## src/rtl/pid_pkg.sv

```systemverilog
package pid_pkg;

    typedef enum logic [1:0] {
        DET_LEVEL     = 2'd0,
        DET_EDGE_BOTH = 2'd1,
        DET_EDGE_ONE  = 2'd2
    } det_mode_e;

    typedef enum logic {
        ARM_WAIT = 1'b0,
        ARM_LIVE = 1'b1
    } arm_state_e;

    function automatic det_mode_e pick_mode(input logic lvl, input logic both);
        if (lvl)
            return DET_LEVEL;
        else if (both)
            return DET_EDGE_BOTH;
        else
            return DET_EDGE_ONE;
    endfunction

endpackage

```

## src/rtl/pid_arm_fsm.sv

```systemverilog
module pid_arm_fsm
    import pid_pkg::*;
(
    input  logic clk,
    input  logic rst_n,
    output logic armed
);

    arm_state_e state_q, state_d;

    always_ff @(posedge clk) begin
        if (!rst_n)
            state_q <= ARM_WAIT;
        else
            state_q <= state_d;
    end

    always_comb begin
        state_d = state_q;
        unique case (state_q)
            ARM_WAIT: state_d = ARM_LIVE;
            ARM_LIVE: state_d = ARM_LIVE;
            default:  state_d = ARM_WAIT;
        endcase
    end

    always_comb begin
        armed = (state_q == ARM_LIVE);
    end

endmodule

```

## src/rtl/pid_pin_cell.sv

```systemverilog
module pid_pin_cell
    import pid_pkg::*;
(
    input  logic clk,
    input  logic rst_n,
    input  logic armed,
    input  logic pin,
    input  logic is_output,
    input  logic lvl_sel,
    input  logic both_sel,
    input  logic pol_bit,
    input  logic clr_hit,
    output logic raw
);

    logic      prev_q;
    logic      raw_q;
    logic      hit;
    logic      moved;
    det_mode_e mode;

    always_ff @(posedge clk) begin
        if (!rst_n)
            prev_q <= 1'b0;
        else
            prev_q <= pin;
    end

    always_comb begin
        mode  = pick_mode(lvl_sel, both_sel);
        moved = armed & ~is_output & (pin ^ prev_q);
        hit   = 1'b0;
        unique case (mode)
            DET_LEVEL:     hit = (pin == pol_bit);
            DET_EDGE_BOTH: hit = moved;
            DET_EDGE_ONE:  hit = moved & (pin == pol_bit);
            default:       hit = 1'b0;
        endcase
    end

    always_ff @(posedge clk) begin
        if (!rst_n)
            raw_q <= 1'b0;
        else
            raw_q <= (raw_q & ~clr_hit) | hit;
    end

    assign raw = raw_q;

endmodule

```

## src/rtl/pid_irq_merge.sv

```systemverilog
module pid_irq_merge #(
    parameter int PIN_COUNT = 8
) (
    input  logic                 clk,
    input  logic                 rst_n,
    input  logic [PIN_COUNT-1:0] raw,
    input  logic [PIN_COUNT-1:0] enable,
    output logic [PIN_COUNT-1:0] masked,
    output logic                 irq
);

    logic irq_q;

    always_comb begin
        masked = raw & enable;
    end

    always_ff @(posedge clk) begin
        if (!rst_n)
            irq_q <= 1'b0;
        else
            irq_q <= |masked;
    end

    assign irq = irq_q;

endmodule

```

## src/rtl/pin_irq_detect.sv

```systemverilog
module pin_irq_detect #(
    parameter int PIN_COUNT = 8
) (
    input  logic                 clk,
    input  logic                 rst_n,
    input  logic [PIN_COUNT-1:0] pin_in,
    input  logic [PIN_COUNT-1:0] dir_out,
    input  logic [PIN_COUNT-1:0] sense_lvl,
    input  logic [PIN_COUNT-1:0] edge_both,
    input  logic [PIN_COUNT-1:0] pol,
    input  logic [PIN_COUNT-1:0] int_mask,
    input  logic                 clr_strobe,
    input  logic [PIN_COUNT-1:0] clr_data,
    output logic [PIN_COUNT-1:0] raw_o,
    output logic [PIN_COUNT-1:0] masked_o,
    output logic                 irq_o
);

    logic                 armed;
    logic [PIN_COUNT-1:0] clr_vec;
    logic [PIN_COUNT-1:0] raw_vec;

    assign clr_vec = clr_strobe ? clr_data : '0;

    pid_arm_fsm u_arm (
        .clk   (clk),
        .rst_n (rst_n),
        .armed (armed)
    );

    for (genvar g = 0; g < PIN_COUNT; g++) begin : g_pin
        pid_pin_cell u_cell (
            .clk       (clk),
            .rst_n     (rst_n),
            .armed     (armed),
            .pin       (pin_in[g]),
            .is_output (dir_out[g]),
            .lvl_sel   (sense_lvl[g]),
            .both_sel  (edge_both[g]),
            .pol_bit   (pol[g]),
            .clr_hit   (clr_vec[g]),
            .raw       (raw_vec[g])
        );
    end

    pid_irq_merge #(.PIN_COUNT(PIN_COUNT)) u_merge (
        .clk    (clk),
        .rst_n  (rst_n),
        .raw    (raw_vec),
        .enable (int_mask),
        .masked (masked_o),
        .irq    (irq_o)
    );

    assign raw_o = raw_vec;

endmodule

```

## config.mk

```make
export PLATFORM = sky130hd
export DESIGN_NAME = pin_irq_detect
export DESIGN_NICKNAME = d
export VERILOG_FILES = /design/src/rtl/pid_pkg.sv /design/src/rtl/pid_arm_fsm.sv /design/src/rtl/pid_pin_cell.sv /design/src/rtl/pid_irq_merge.sv /design/src/rtl/pin_irq_detect.sv
export SDC_FILE = /design/constraint.sdc
export NUM_CORES = 1
export LEC_CHECK = 0
export BUFFER_PORTS_ARGS = -buffer_cell sky130_fd_sc_hd__buf_2
export CAP_MARGIN = 25
export CORE_UTILIZATION = 44
export CTS_BUF_LIST = sky130_fd_sc_hd__clkbuf_8
export DETAILED_ROUTE_END_ITERATION = 6
export PLACE_DENSITY_LB_ADDON = 0.05
export SLEW_MARGIN = 20
export SYNTH_ARGS = -nofsm -noshare
export SYNTH_HDL_FRONTEND = slang
export SYNTH_SLANG_ARGS = --single-unit
```

## constraint.sdc

```tcl
create_clock -name clk -period 4.4 [get_ports clk]
set_input_delay 0.22 -clock clk [delete_from_list [all_inputs] [get_ports clk]]
set_output_delay 0.22 -clock clk [all_outputs]
set_load 0.02 [all_outputs]
```

==> flow_summary.json, run 1 <==
{
  "status": "finished, final reports clean",
  "drt_first_pass_iters": 4,
  "n_fill_cell": 195,
  "core_area_um2": 2022,
  "fin_nets": 248,
  "rows": 16,
  "slew_violations": 0,
  "drt_iter0_drc": 17,
  "synth.largest_area_cell": "dfxtp_1",
  "total_power_uw": 398.1,
  "regArea_um2": 360.3,
  "insertedDiodeCount": 0,
  "hold_ws_ps": 229.9,
  "setup_viol": 0,
  "hold_buffers": 0,
  "viasPerCell": 4.668,
  "critPathArrivalTime_ps": 1540,
  "grt_use_total": 0.1944,
  "ir_drop_v": 0.0001916,
  "max_freq_ghz": 0.7080,
  "ioPinCount": 76,
  "layout-drive-gt1-share": 0.4278,
  "syn_nets": 180,
  "synthToLayoutAreaGrowth_pct": 38.17,
  "p_sw_uw": 109.1,
  "clkPwrFrac": 0.271,
  "grt_max_degree": 27,
  "p_per_area_nw_per_um2": 292.9,
  "final_hold_viol_count": 0,
  "rsz0062_at_grt": "false",
  "synth.distinct_cells": 16,
  "gp_congestion": 0.6640,
  "grt-ovfl-total": 0,
  "synth_top_area_share": 0.3664,
  "wire_per_inst_um": 10.56,
  "cts.path.max_buffers": 2,
  "numPortBuffers": 75,
  "cts_made_buffers": 3,
  "endpoint_kind": "flip-flop",
  "p_leak_uw": 0.0007166,
  "grt_antenna_before_repair": 0,
  "cts_tree": "built",
  "final.setup.tns_ps": 0,
  "internal_power_uw": 288.9,
  "synth.avg_cell_area_um2": 8.128,
  "postCtsSetupRepairBufs": 0,
  "vias": 999,
  "post_cts_resize_count": 0,
  "post-place-ws_ps": 2991,
  "ys_warn_count": 0,
  "grt_pass1_vias": 913,
  "start_util": 0.4864,
  "cap_violations": 0,
  "clkTransAtPathRegs_ps": 60,
  "finalCritPeriodShare": 0.3210,
  "cts-root-buf": "clkbuf_8",
  "h-tree-depth": 1,
  "yosys-top-cells-area": "dfxtp_1 37%, and2_1 9.5%, o21ai_0 8.1%",
  "die_h_um": 49.28,
  "worstMarginPinSlew_ps": 390.8,
  "grt_pass1_wl_mm": 3.670,
  "cp.required_ps": 4530,
  "fp.dieW_um": 49.28,
  "p_sw_frac": 0.2742,
  "clock_latency_ps": 240,
  "final_cells": 214,
  "synth_area_um2": 983.4,
  "multi_input_area_um2": 518.0,
  "hold_path.class": "input port to flip-flop",
  "timing.final.crit_period_ps": 1412,
  "combPwrFrac": 0.263,
  "netlist_instances": 121,
  "ys_seq_area_frac": 0.3664,
  "die_area_um2": 2428,
  "start_kind": "flip-flop",
  "worstSetupPathType": "flip-flop to flip-flop",
  "worst_slack_ps": 2988,
  "synth_seq_cells": 18,
  "seqPwrFrac": 0.466,
  "relSlewSlack": 0.7395,
  "path_max_fanout": 3,
  "place_hpwl_mm": 1.802,
  "ant_nets": 0,
  "route.detailed.drc": 0,
  "fin_skew_ps": 0.5661,
  "routed_wl_mm": 2.260,
  "cts_sinks": 18,
  "post-place-cells": 211
}
==> cells in the mapped netlist <==
master	instances
and2_1	15
a31oi_1	8
clkbuf_1	4
nor2b_1	8
xor2_1	8
nand2_1	8
xnor2_1	8
or2_2	1
o21ai_0	16
dfxtp_1	18
nand3_1	8
inv_1	8
buf_4	8
o41a_1	1
or4_1	1
and2_4	1
==> per-layer routing <==
metal,GRT usage,wire length [um],up-vias,part of all wire
li1,-,-,521,-
met1,0.2180,973,429,0.43
met2,0.3516,1088,47,0.48
met3,0.04361,185,2,0.082
met4,0.07353,13,0,0.0058
met5,0,0,-,0
==> area by class of cell <==
type | instances | share of cell area
multi-input cells | 83 | 0.3812
repair buffers | 75 | 0.2762
flip-flops and latches | 18 | 0.2652
clock buffers | 3 | 0.03039
well taps | 27 | 0.02486
inverters | 8 | 0.02210
==> flip-flops by register name, summed over array words and instances, names as in the netlist <==
signal               count
g_pin.u_cell.prev_q      8
g_pin.u_cell.raw         8
u_arm.armed              1
u_merge.irq              1
==> power by group through the flow <==
stage	Clock, uW	Combinational (uW)	Sequential (uW)
after floorplan	0	67.6	188
after global placement	0	103	189
after detailed placement	0	105	189
after CTS	112	106	185
after global routing	121	115	187
final	108	105	185
==> worst max-delay path, cell delays in order (launching register included) <==
cell	delay, ps
dfxtp_1	320
and2_4	160
or4_1	520
o41a_1	310
==> path summary, 6_finish.rpt <==
path / end / startpoint / cells after the start / slack (ps)
hold / removal: g_pin[6].u_cell.prev_q$_SDFF_PN0_ / pin_in[6] / 2 / 230
hold reg to reg: g_pin[1].u_cell.raw$_SDFF_PN0_ / g_pin[1].u_cell.raw$_SDFF_PN0_ / 2 / 490
setup / recovery: u_merge.irq$_SDFF_PN0_ / g_pin[6].u_cell.raw$_SDFF_PN0_ / 3 / 2990
setup reg to reg: u_merge.irq$_SDFF_PN0_ / g_pin[6].u_cell.raw$_SDFF_PN0_ / 3 / 2990
==> cells by family after synthesis <==
group,after synthesis,synth area share
compound gates,25,0.1438
flops,18,0.3664
xor+xnor,16,0.1425
buf+inv,20,0.1069
simple gates,42,0.2405
==> per-stage QoR <==
step	cell area, um2	utilization
final	1359	0.6720
after detailed placement	1318	0.6516
after global placement	1318	0.6516
after global routing	1359	0.6720
after CTS	1359	0.6720
after floorplan	983.4	-
==> cell usage in the layout, fill, tap and decap left out <==
cell	instances
nand3_1	8
xor2_1	8
clkbuf_8	3
inv_1	8
and2_1	15
or2_2	1
a31oi_1	8
nand2_1	8
o41a_1	1
nor2b_1	8
and2_4	1
buf_2	75
o21ai_0	16
dfxtp_1	18
xnor2_1	8
or4_1	1
No activity file was read; power rests on OpenSTA's default activity.
==> inputs of run 2 (changes only) <==
- CORE_UTILIZATION: 44 -> 40
- clock period: 4.4 -> 1.3 ns (I/O delays scaled with it)
==> run 2 against run 1 <==
Net effect: hold slack worse by 170 ps; non-clock buffer count is 3 higher; largest power group unchanged; clock skew is 3.5 ps higher; clock power grew to 4.2 times the previous value; cell count is 2.3% higher; largest cell class unchanged; global-route usage is 1.3 points lower; via count is 2.0% higher; sequential power grew to 3.4 times the previous value; register-to-register slack worse by 3100 ps; routed wire length is 4.4% higher; the flow now finishes with violations (negative setup slack); sequential cell count stayed put.
==> flow_summary.json, run 2 (same netlist as run 1, synthesis figures left out) <==
{
  "h-tree-depth": 1,
  "rsz0062_at_grt": "true",
  "cts_tree": "built",
  "timing.final.crit_period_ps": 1379,
  "routed_wl_mm": 2.360,
  "cp.required_ps": 1440,
  "cpMaxStageDelayCell": "or4_4",
  "p_per_area_nw_per_um2": 1042,
  "layout_common_cells": "75 x buf_2, 18 x dfxtp_1, 16 x o21ai_0",
  "grt_max_degree": 27,
  "ant_nets": 0,
  "final_hold_viol_count": 0,
  "drt_iter0_drc": 8,
  "final_cells": 219,
  "ioPinCount": 76,
  "n_fill_cell": 222,
  "total_power_uw": 1465,
  "cp_cell_sequence": "and2_4, or4_4, o41a_1",
  "clkTransAtPathRegs_ps": 70,
  "cp.buffers_inverters": 0,
  "grt_antenna_before_repair": 0,
  "fin_nets": 251,
  "relSlewSlack": 0.7351,
  "worst_slack_ps": -79.14,
  "reg2reg_from": "g_pin[6].u_cell.raw$_SDFF_PN0_",
  "rows": 17,
  "finalCritPeriodShare": 1.061,
  "violations": "negative setup slack",
  "route.detailed.drc": 0,
  "critPathArrivalTime_ps": 1520,
  "post_dp_cell_area_um2": 1346,
  "path_delay_family": "simple AND/OR/NAND/NOR gates",
  "max_freq_ghz": 0.7251,
  "cts_sinks": 18,
  "numPortBuffers": 75,
  "post-place-cells": 215,
  "die_h_um": 51.59,
  "final_common_cell": "buf_2",
  "place_hpwl_mm": 1.916,
  "crit_path_end": "u_merge.irq$_SDFF_PN0_",
  "grt_pass1_wl_mm": 3.539,
  "hold_buffers": 0,
  "setup_viol": 1,
  "path_max_fanout": 2,
  "hold_ws_ps": 62.95,
  "gp_congestion": 0.7075,
  "grt_pass1_vias": 912,
  "die_area_um2": 2661,
  "cp.depth": 3,
  "fin_skew_ps": 4.029,
  "p_leak_uw": 0.0007424,
  "drt_first_pass_iters": 4,
  "cts_made_buffers": 3,
  "grt_use_total": 0.1811,
  "endpoint_kind": "flip-flop",
  "start_util": 0.4362,
  "fp.dieW_um": 51.59,
  "slew_violations": 0,
  "cts.path.max_buffers": 2,
  "status": "complete, but fails checks",
  "layout-drive-gt1-share": 0.4555,
  "grt-ovfl-total": 0,
  "hold_path.class": "input port to flip-flop",
  "rrSetupSlack_ps": -80,
  "viasPerCell": 4.653,
  "clock_latency_ps": 250,
  "final_area_um2": 1405,
  "insertedDiodeCount": 0,
  "worstMarginPinSlew_ps": 397.3,
  "crit_start": "g_pin[6].u_cell.raw$_SDFF_PN0_",
  "vias": 1019,
  "crit_path_max_incr_delay_ps": 520,
  "synthToLayoutAreaGrowth_pct": 42.88,
  "worstSetupPathType": "flip-flop to flip-flop",
  "cts-root-buf": "clkbuf_8",
  "wire_per_inst_um": 10.78,
  "start_kind": "flip-flop",
  "rr_worst_depth": 3,
  "cap_violations": 0,
  "ir_drop_v": 0.0008817,
  "postCtsSetupRepairBufs": 0,
  "regToRegEndpoint": "u_merge.irq$_SDFF_PN0_",
  "core_area_um2": 2255
}
-- run 2: changes by cell type in the layout (fill, tap and decap cells not counted), sizes merged --
| cell | delta |
|---|---|
| buf | +3 |
| clkbuf | +1 |
-- run 2: how the worst min path moves through the flow --
stage / from / endpoint / slack (ps) / depth (start not counted)
finish: pin_in[5] / g_pin[5].u_cell.prev_q$_SDFF_PN0_ / 60 / 2
global route: pin_in[2] / g_pin[2].u_cell.prev_q$_SDFF_PN0_ / 60 / 2
CTS: pin_in[5] / g_pin[5].u_cell.prev_q$_SDFF_PN0_ / 60 / 2
detailed placement: pin_in[3] / g_pin[3].u_cell.prev_q$_SDFF_PN0_ / 330 / 2
global placement: pin_in[6] / g_pin[6].u_cell.prev_q$_SDFF_PN0_ / 320 / 2
floorplan: rst_n / u_arm.armed$_DFF_P_ / 90 / 0
-- run 2: cell type report --
class	instances	area, um2	area share
repair buffers	78	397.9	0.2832
flip-flops and latches	18	360.3	0.2565
multi-input cells	83	526.8	0.3749
well taps	28	35.03	0.02493
inverters	8	30.03	0.02137
clock buffers	4	55.05	0.03918
-- run 2: layer usage --
metal	track usage	vias up	wire length, um
met4	0.04054	0	9
met5	0	-	0
li1	-	529	-
met1	0.1658	441	942
met3	0.06725	2	190
met2	0.3680	47	1218
-- run 2: metrics by stage --
step	setup WS [ps]	setup TNS (ps)	utilization
after floorplan	-82.13	-82.13	-
after global placement	-61.71	-61.71	0.5971
after detailed placement	-88.83	-88.83	0.5971
after CTS	-91.71	-91.71	0.6232
after global routing	-99.68	-99.68	0.6232
final	-79.14	-79.14	0.6232
-- run 2: timing repair --
item,4_1_cts,5_1_grt
endpoints found under the setup margin,1,1
gates resized for setup,1,0
pin swaps,0,0
-- run 2: power breakdown --
group | internal (uW) | switching [uW]
combinational | 193 | 188
clock | 269 | 187
sequential | 599 | 27.9
total | 1060 | 403
-- run 2: worst reg2reg max path: stages, from the launching register on --
cell	delay [ps]
dfxtp_1	310
and2_4	130
or4_4	520
o41a_1	310
